===== src/rtl/nibble_ser_pkg.sv =====
package nibble_ser_pkg;
    localparam int NIB_W  = 4;
    localparam int BYTE_W = 8;
    localparam int BIT_W  = $clog2(BYTE_W);

    localparam logic [NIB_W-1:0] TAG_RD_CMD = 4'b0110;
    localparam logic [NIB_W-1:0] TAG_WR_CMD = 4'b0010;
    localparam logic [NIB_W-1:0] TAG_WR_DAT = 4'b0001;

    typedef struct packed {
        logic              busy;
        logic              rd;
        logic              phase;    // 0: high half, 1: low half
        logic              slot;     // 0: command byte, 1: second byte
        logic [BIT_W-1:0]  bit_idx;
        logic              sclk;
        logic              oe;
        logic              done;
        logic              smp;
        logic [NIB_W-1:0]  rdata;
        logic [BYTE_W-1:0] second;
    } seq_state_t;
endpackage


===== src/rtl/nsm_half_timer.sv =====
module nsm_half_timer #(
    parameter int HALF_CYCLES = 36
) (
    input  logic clk,
    input  logic rst_n,
    input  logic run,
    output logic tick
);
    localparam int CW = (HALF_CYCLES > 2) ? $clog2(HALF_CYCLES) : 1;
    localparam logic [CW-1:0] LAST = CW'(HALF_CYCLES - 1);

    logic [CW-1:0] cnt_d, cnt_q;

    always_comb begin
        tick  = run && (cnt_q == LAST);
        cnt_d = (!run || tick) ? '0 : cnt_q + 1'b1;
    end

    always_ff @(posedge clk or negedge rst_n) begin
        if (!rst_n) cnt_q <= '0;
        else        cnt_q <= cnt_d;
    end
endmodule


===== src/rtl/nsm_byte_shifter.sv =====
module nsm_byte_shifter #(
    parameter int W = 8
) (
    input  logic         clk,
    input  logic         rst_n,
    input  logic         load,
    input  logic [W-1:0] load_val,
    input  logic         shift,
    input  logic         shift_in,
    output logic         msb,
    output logic [W-1:0] shifted
);
    logic [W-1:0] sr_d, sr_q;

    always_comb begin
        shifted = {sr_q[W-2:0], shift_in};
        if (load)       sr_d = load_val;
        else if (shift) sr_d = shifted;
        else            sr_d = sr_q;
        msb = sr_q[W-1];
    end

    always_ff @(posedge clk or negedge rst_n) begin
        if (!rst_n) sr_q <= '0;
        else        sr_q <= sr_d;
    end
endmodule


===== src/rtl/nsm_seq.sv =====
module nsm_seq
    import nibble_ser_pkg::*;
(
    input  logic              clk,
    input  logic              rst_n,
    input  logic              start,
    input  logic              rw,
    input  logic [NIB_W-1:0]  addr,
    input  logic [NIB_W-1:0]  wdata,
    input  logic              tick,
    input  logic              sdi,
    input  logic              sdo_in,
    input  logic [BYTE_W-1:0] shifted,
    output logic              load,
    output logic [BYTE_W-1:0] load_val,
    output logic              shift,
    output logic              shift_in,
    output logic              run,
    output logic              busy,
    output logic              done,
    output logic              sclk,
    output logic              oe,
    output logic [NIB_W-1:0]  rdata
);
    localparam logic [BIT_W-1:0] LAST_BIT = BIT_W'(BYTE_W - 1);

    seq_state_t d, q;

    always_comb begin
        d        = q;
        d.done   = 1'b0;
        load     = 1'b0;
        shift    = 1'b0;
        load_val = '0;
        if (!q.busy) begin
            d.sclk = 1'b1;
            d.oe   = 1'b0;
            if (start) begin
                d.busy    = 1'b1;
                d.rd      = rw;
                d.phase   = 1'b0;
                d.slot    = 1'b0;
                d.bit_idx = '0;
                d.oe      = 1'b1;
                d.second  = rw ? '0 : {TAG_WR_DAT, wdata};
                load      = 1'b1;
                load_val  = {(rw ? TAG_RD_CMD : TAG_WR_CMD), addr};
            end
        end else if (tick) begin
            if (!q.phase) begin
                d.phase = 1'b1;
                d.sclk  = 1'b0;
                d.smp   = sdi;
            end else begin
                d.phase = 1'b0;
                d.sclk  = 1'b1;
                if (q.bit_idx == LAST_BIT) begin
                    d.bit_idx = '0;
                    if (!q.slot) begin
                        d.slot   = 1'b1;
                        d.oe     = !q.rd;
                        load     = 1'b1;
                        load_val = q.second;
                    end else begin
                        d.busy = 1'b0;
                        d.oe   = 1'b0;
                        d.done = 1'b1;
                        d.slot = 1'b0;
                        if (q.rd) d.rdata = shifted[NIB_W-1:0];
                    end
                end else begin
                    d.bit_idx = q.bit_idx + 1'b1;
                    shift     = 1'b1;
                end
            end
        end
    end

    always_ff @(posedge clk or negedge rst_n) begin
        if (!rst_n) begin
            q      <= '0;
            q.sclk <= 1'b1;
        end else begin
            q <= d;
        end
    end

    assign shift_in = q.smp;
    assign run      = q.busy;
    assign busy     = q.busy;
    assign done     = q.done;
    assign sclk     = q.sclk;
    assign oe       = q.oe;
    assign rdata    = q.rdata;

    AST_IDLE_SCLK_HIGH: assert property (@(posedge clk) disable iff (!rst_n)
        !busy |-> sclk);
    AST_TICK_ONLY_BUSY: assert property (@(posedge clk) disable iff (!rst_n)
        tick |-> busy);
    AST_SDO_HELD_LOW: assert property (@(posedge clk) disable iff (!rst_n)
        (!sclk && $past(!sclk)) |-> $stable(sdo_in));
    AST_OE_WITHIN_BUSY: assert property (@(posedge clk) disable iff (!rst_n)
        oe |-> busy);
    AST_DONE_ONE_CYCLE: assert property (@(posedge clk) disable iff (!rst_n)
        done |=> !done);
    AST_DONE_ENDS_BUSY: assert property (@(posedge clk) disable iff (!rst_n)
        done |-> (!busy && $past(busy)));
    AST_START_IGNORED: assert property (@(posedge clk) disable iff (!rst_n)
        (busy && start) |=> $stable(q.second));
endmodule


===== src/rtl/nibble_ser_master.sv =====
module nibble_ser_master
    import nibble_ser_pkg::*;
#(
    parameter int HALF_CYCLES = 36
) (
    input  logic             clk,
    input  logic             rst_n,
    input  logic             start,
    input  logic             rw,
    input  logic [NIB_W-1:0] addr,
    input  logic [NIB_W-1:0] wdata,
    input  logic             ce_req,
    output logic             busy,
    output logic             done,
    output logic [NIB_W-1:0] rdata,
    output logic             ser_ce,
    output logic             ser_sclk,
    output logic             ser_sdo,
    output logic             ser_oe,
    input  logic             ser_sdi
);
    logic              tick, run, load, shift, shift_in, msb;
    logic [BYTE_W-1:0] load_val, shifted;

    nsm_half_timer #(.HALF_CYCLES(HALF_CYCLES)) u_timer (
        .clk(clk), .rst_n(rst_n), .run(run), .tick(tick)
    );

    nsm_byte_shifter #(.W(BYTE_W)) u_shift (
        .clk(clk), .rst_n(rst_n), .load(load), .load_val(load_val),
        .shift(shift), .shift_in(shift_in), .msb(msb), .shifted(shifted)
    );

    nsm_seq u_seq (
        .clk(clk), .rst_n(rst_n), .start(start), .rw(rw), .addr(addr),
        .wdata(wdata), .tick(tick), .sdi(ser_sdi), .sdo_in(msb),
        .shifted(shifted), .load(load), .load_val(load_val), .shift(shift),
        .shift_in(shift_in), .run(run), .busy(busy), .done(done),
        .sclk(ser_sclk), .oe(ser_oe), .rdata(rdata)
    );

    assign ser_sdo = msb;
    assign ser_ce  = ce_req;
endmodule


===== config.mk =====
export PLATFORM = sky130hd
export DESIGN_NAME = nibble_ser_master
export DESIGN_NICKNAME = d
export VERILOG_FILES = /design/src/rtl/nibble_ser_pkg.sv /design/src/rtl/nsm_half_timer.sv /design/src/rtl/nsm_byte_shifter.sv /design/src/rtl/nsm_seq.sv /design/src/rtl/nibble_ser_master.sv
export SDC_FILE = /design/constraint.sdc
export NUM_CORES = 1
export LEC_CHECK = 0
export ABC_CLOCK_PERIOD_IN_PS = 3130
export BUFFER_PORTS_ARGS = -buffer_cell sky130_fd_sc_hd__buf_2
export CAP_MARGIN = 30
export CORE_MARGIN = 2
export CORE_UTILIZATION = 30
export CTS_CLUSTER_DIAMETER = 120
export DETAILED_ROUTE_END_ITERATION = 12
export GPL_TIMING_DRIVEN = 1
export PLACE_DENSITY = 0.46
export REMOVE_ABC_BUFFERS = 1
export SYNTH_ARGS = -nofsm -noshare
export SYNTH_HDL_FRONTEND = slang
export SYNTH_HIERARCHICAL = 1
export SYNTH_SLANG_ARGS = --single-unit

===== constraint.sdc =====
create_clock -name clk -period 3.13 [get_ports clk]
set_input_delay 0.4695 -clock clk [delete_from_list [all_inputs] [get_ports clk]]
set_output_delay 0.4695 -clock clk [all_outputs]
set_load 0.01 [all_outputs]

==> results of run 1 <==
## cells by family (layout without fill, tap and decap cells)
logic type                 Yosys count  in the layout  synth area share [%]
and+or+nand+nor                     56             56                  17.0
DFF                                 34             34                  50.4
AOI/OAI and AO/OA                   23             23                  8.82
buffers and inverters               20             38                  7.85
muxes                               17             17                  10.6
adders and majority gates            4              4                  2.96
xor gates and xnor gates             4              4                  2.07
other                                1              1                 0.222
## worst paths after layout
check,from,end,cells after the start
worst max-delay path,u_timer/cnt_q[3],u_seq/rdata[1],6
worst min-delay path,rst_n,u_shift/sr_q[3],1
worst max register to register,u_timer/cnt_q[3],u_seq/rdata[1],6
worst min register to register,u_timer/cnt_q[0],u_timer/cnt_q[0],1
max in group asynchronous,rst_n,u_seq/oe,1
min in group clk,wdata[2],u_seq/q[2],3
## critical path, cell delays in order (launching register included)
cell,delay [ns]
dfrtp_1,0.42
or4b_4,0.54
nor3_1,0.15
buf_4,0.19
nand3_1,0.10
nor2_1,0.33
mux2_2,0.38
## cells in the mapped netlist, types with 2 or more instances
library cell and count:
and2_1 2, dfrtp_1 33, ha_1 4, inv_1 6
o21ai_1 8, nand2b_1 2, buf_4 9, xnor2_1 2
nand2_1 20, mux2_2 7, a22o_1 6, nand3_1 6
buf_6 3, xor2_1 2, o21ai_0 2, nor2_1 14
mux2i_1 10, a21oi_1 3, nand3b_1 5
## area by class of cell
| class | count | share of cell area (%) |
|---|---|---|
| Clock buffer | 7 | 4.57 |
| Clock inverter | 1 | 0.265 |
| Inverter | 6 | 1.19 |
| Multi-Input combinational cell | 105 | 37.3 |
| Sequential cell | 34 | 45.1 |
| Tap cell | 72 | 4.77 |
| Timing Repair Buffer | 24 | 6.76 |
## report_power, final
part | internal, W | total (W) | switching, W | leakage [nW]
Sequential | 0.000558 | 0.000653 | 0.0000953 | 0.430
Clock | 0.000177 | 0.000330 | 0.000153 | 0.0482
Combinational | 0.000124 | 0.000250 | 0.000126 | 0.426
## layout by cell type, fill, tap and decap left out
cell | netlist | routed
nor2_1 | 14 | 14
xnor2_1 | 2 | 2
and2_1 | 2 | 2
inv_1 | 6 | 6
clkbuf_8 | 0 | 6
dfstp_2 | 1 | 1
dfrtp_1 | 33 | 33
nand3b_1 | 5 | 5
ha_1 | 4 | 4
a21oi_1 | 3 | 3
nand3_1 | 6 | 6
o21ai_0 | 2 | 2
clkbuf_1 | 1 | 1
a31oi_1 | 1 | 1
xor2_1 | 2 | 2
clkinv_2 | 0 | 1
conb_1 | 1 | 1
o21ai_1 | 8 | 8
or4b_4 | 1 | 1
o311ai_0 | 1 | 1
mux2_2 | 7 | 7
buf_2 | 1 | 21
o21ai_2 | 1 | 1
nand3_4 | 1 | 1
nand4_1 | 1 | 1
or3b_1 | 1 | 1
buf_4 | 9 | 3
a22o_1 | 6 | 6
nor3_1 | 1 | 1
mux2i_1 | 10 | 10
nand2_1 | 20 | 20
or4b_1 | 1 | 1
nand2b_1 | 2 | 2
or3_1 | 1 | 1
a21o_1 | 1 | 1
## flip-flops by register name, indices dropped and copies added (netlist names), 4 cells and up
| name | cells |
|---|---|
| u_seq/q | 11 |
| u_timer/cnt_q | 6 |
| u_shift/sr_q | 8 |
| u_seq/rdata | 4 |
## through the flow
step | instance area [µm²] | total power [W]
after floorplan | 1580 | 0.000825
after global placement | 1800 | 0.000900
after detailed placement | 1800 | 0.000918
after CTS | 1890 | 0.00126
after global routing | 1890 | 0.00133
final | 1890 | 0.00123
## layer usage
layer  GRT usage [%]  routed length (µm)  vias up
met2            18.4                1530       16
met5               0                   0        -
met1            13.1                1390      548
met4            4.66                  46        0
met3            4.20                 111        6
li1                -                   -      572
==> out/results.ini, run 1 <==
[final_layout]
area_growth_pct = 11.8
fill_cells = 583
antenna_cells = 0
multiInputGateArea_um2 = 704
final_core_utilization_pct = 34.5
seq_area_um2 = 852
finalNonFillerCells = 249
drive_gt1_share_pct = 23.7
nNetsFinal = 194

[drt]
drc_errors = 0
vias = 1142
routed_wl_um = 3080
antenna_left = 0
viasPerCell = 4.59
first_pass_iters = 4
wl_per_cell_um = 12.4
drtIter0Drc = 67

[timing]
fin_worst_skew_ns = 0.00315
setup_ws_ns = 0.914
tightest_slew_ns = 0.761
fmax_ghz = 0.451
fin_crit_sh_pct = 70.8
timing.hold.ws_ns = 0.255
maxSlewHeadroom_pct = 49.3
slew_violations = 0
grt_setup_unrepaired = false
finalSetupViolations = 0
period_needed_ns = 2.22
finalSetupTns_ns = 0
hold_viol_final = 0

[placement]
dp_slack_ns = 0.937
gp_congestion = 0.763
hpwl_um = 2280
io_buffers = 21
dp.cells = 241

[clocking]
ctsResizeCount = 0
numCtsBuffers = 5
numClockSinks = 34
holdBufCountCts = 0
cts_tree = built
post_cts_buffers = 0
clockBufferDepth = 2
insertion_delay_ns = 0.28
cts_root_buffer = clkbuf_8
ctsHtreeMaxLevel = 2
clk_pin_slew_ns = 0.07

[worst_setup_path]
critical_path_class = flop to flop
r2r_slack_ns = 0.91
cp_max_fo = 7
cp.required_ns = 3.30
critPathArrivalTime_ns = 2.39
cp-start-kind = flop
critPathCaptureType = flop

[floorplan]
die_area_mm2 = 0.00625
io_pins = 24
fp.coreArea_mm2 = 0.00547
initial_core_util_pct = 30.9
die_h_um = 79.0
num_rows = 27
die_w_um = 79.0

[logic_synthesis]
yosys_warnings = 6
yosysTopAreaCellShare_pct = 48.9
synth_area_per_cell_um2 = 10.6
synth_edf_count = 0
synth_largest_area_cell = dfrtp_1
synth-async-reset-ratio_pct = 100
ys_seq_area_share_pct = 50.4
netlist_instances = 159
synth.distinct_cells = 34
synth-seq-cells = 34
ys.flop_type = dfrtp_1
syn_area_mm2 = 0.00169
synth_area_leaders = dfrtp_1 49%, mux2i_1 5.9%, mux2_2 4.7%

[job]
cap_viol_max_count = 0

[power]
power_density_mw_per_mm2 = 653
ir_drop_v = 0.000303
p_leak_nw = 0.905

[global_routing]
grt_max_degree = 35
grt_overflow = 0
grt_pass1_vias = 1204
antenna_found_initial = 0
globalRouteTotalUtil_pct = 11.2
grt_pass1_wl_um = 5400

[status]
status = finished clean

[hold_path]
min_path_type = input pin to async pin

No activity file was read; power rests on OpenSTA's default activity.
==> run 2, diff against run 1 <==
ABC_CLOCK_PERIOD_IN_PS = 2250   (was 3130)
clock period = 2.25 ns   (was 3.13 ns; I/O delays follow)
==> run 2 against run 1 <==
  * Die area stayed put
  * Largest cell class unchanged
  * Sequential power is 38% higher
  * Critical path type unchanged
  * Flip-flop and latch count stayed put
  * Highest routed layer unchanged
  * Global-route usage is 0.28 points lower
  * Setup slack worse by 0.79 ns
  * Combinational power is 62% higher
  * Clock skew is 0.0036 ns higher
  * Cell count is 1.6% higher
==> out/results.ini, run 2 (synthesis gave the netlist of run 1 again) <==
[clocking]
post_cts_buffers = 0  ; unchanged
clockBufferDepth = 2  ; unchanged
clk_pin_slew_ns = 0.07  ; about the same
cts_root_buffer = clkbuf_8
numClockSinks = 34  ; unchanged
numCtsBuffers = 5  ; unchanged
insertion_delay_ns = 0.28  ; about the same
holdBufCountCts = 0  ; unchanged
ctsHtreeMaxLevel = 2  ; unchanged
cts_tree = built

[global_routing]
grt_pass1_vias = 1188  ; -1.3%
grt_pass1_wl_um = 5330  ; -1.4%
antenna_found_initial = 0  ; unchanged
grt_overflow = 0  ; unchanged
grt_max_degree = 35  ; unchanged
globalRouteTotalUtil_pct = 10.9  ; -0.28 points

[timing]
fmax_ghz = 0.471  ; +4.4%
tightest_slew_ns = 0.769  ; +0.00872 ns
hold_viol_final = 0  ; unchanged
finalSetupViolations = 0  ; unchanged
grt_setup_unrepaired = false
slew_violations = 0  ; unchanged
timing.hold.ws_ns = 0.127  ; -0.128 ns
fin_crit_sh_pct = 94.3  ; +24 points
fin_worst_skew_ns = 0.00677  ; +0.00363 ns
period_needed_ns = 2.12  ; -0.0937 ns
finalSetupTns_ns = 0  ; unchanged
maxSlewHeadroom_pct = 48.7  ; -0.58 points

[final_layout]
antenna_cells = 0  ; unchanged
nNetsFinal = 198  ; +2.1%
top_regs = u_seq/q x11, u_shift/sr_q x8, u_timer/cnt_q x6
fill_cells = 580  ; -0.51%
largest_reg_flops = 11  ; unchanged
mostFrequentLayoutCells = 33 x dfrtp_1, 21 x buf_2, 20 x nand2_1, 14 x nor2_1, 10 x mux2i_1
design_area_mm2 = 0.00193  ; +2.2%
area_growth_pct = 14.2
regMostFlops = u_seq/q
final_common_cell = dfrtp_1
drive_gt1_share_pct = 26.0  ; +2.2 points
final_core_utilization_pct = 35.3  ; +0.75 points

[worst_setup_path]
r2r_slack_ns = 0.13  ; -0.79 ns
cp_max_fo = 5  ; -2
critPathCaptureType = flop
cp-start-kind = flop
critical_path_class = flop to flop
cp.required_ns = 2.44  ; -0.86 ns
critPathArrivalTime_ns = 2.32  ; -0.07 ns

[floorplan]
die_area_mm2 = 0.00625  ; unchanged
die_h_um = 79.0  ; unchanged
initial_core_util_pct = 30.9  ; unchanged
num_rows = 27  ; unchanged
io_pins = 24  ; unchanged
die_w_um = 79.0  ; unchanged
fp.coreArea_mm2 = 0.00547  ; unchanged

[power]
power_density_mw_per_mm2 = 910  ; +39%
p_leak_nw = 0.923  ; +2.1%
power.total_w = 0.00176  ; +42%
ir_drop_v = 0.000460  ; +52%

[drt]
antenna_left = 0  ; unchanged
first_pass_iters = 4  ; unchanged
vias = 1154  ; +1.1%
drtIter0Drc = 65  ; -3.0%
viasPerCell = 4.56  ; -0.55%
drc_errors = 0  ; unchanged
routed_wl_um = 3140  ; +1.9%
wl_per_cell_um = 12.4  ; +0.27%

[placement]
placed_cell_area_mm2 = 0.00183  ; +1.7%
gp_congestion = 0.769  ; +0.90%
io_buffers = 21  ; unchanged
hpwl_um = 2310  ; +1.4%

[status]
status = finished clean

[hold_path]
min_path_type = input pin to async pin

[job]
cap_viol_max_count = 0  ; unchanged

run 2: changes by cell type in the layout (fill, tap and decap cells not counted), sizes merged:
cell	delta
buf	+4
run 2: metal layers:
layer / wire length (µm) / up-vias / track usage [%]
li1: - / 572 / -
met1: 1430 / 558 / 13.5
met2: 1540 / 17 / 17.7
met3: 114 / 7 / 3.07
met4: 57 / 0 / 4.83
met5: 0 / - / 0
run 2: metrics by stage:
step                      setup WS [ns]  cells
after floorplan                  -0.683    145
after global placement           0.0559    245
after detailed placement        -0.0341    245
after CTS                        0.0797    253
after global routing            0.00946    253
final                             0.128    253
run 2: path summary, 6_finish.rpt:
| path | from | endpoint | depth (start not counted) |
|---|---|---|---|
| hold / removal | rst_n | u_shift/sr_q[7] | 1 |
| hold reg to reg | u_seq/q[2] | u_seq/q[2] | 2 |
| min in group clk | wdata[2] | u_seq/q[2] | 3 |
| max in group asynchronous | rst_n | u_seq/q[16] | 1 |
| setup / recovery | u_timer/cnt_q[4] | u_seq/oe | 6 |
| setup reg to reg | u_timer/cnt_q[4] | u_seq/oe | 6 |
run 2: where the power goes:
part / switching, W / internal [W]
Clock: 0.000206 / 0.000247
Combinational: 0.000199 / 0.000207
Sequential: 0.000122 / 0.000776
Total: 0.000527 / 0.00123
run 2: cell type report:
cell class	count	area, µm²	area share, %
repair buffers	28	158	8.17
inverters	6	22.5	1.17
multi-input cells	105	716	37.1
flip-flops and latches	34	852	44.2
well taps	72	90.1	4.67
clock inverters	1	5.00	0.259
clock buffers	7	86.3	4.47
run 2: timing repair:
| item | 4_1_cts | 5_1_grt |
|---|---|---|
| hold endpoints to repair | 0 | 0 |
| resized for setup | 1 | 1 |
| setup endpoints to repair | 1 | 1 |
run 2: critical path, stage by stage, from the launching register on:
cell,delay [ns]
dfrtp_1,0.38
or4b_4,0.57
nor3_4,0.17
buf_4,0.18
nand3_4,0.08
or4b_1,0.47
a31oi_1,0.18
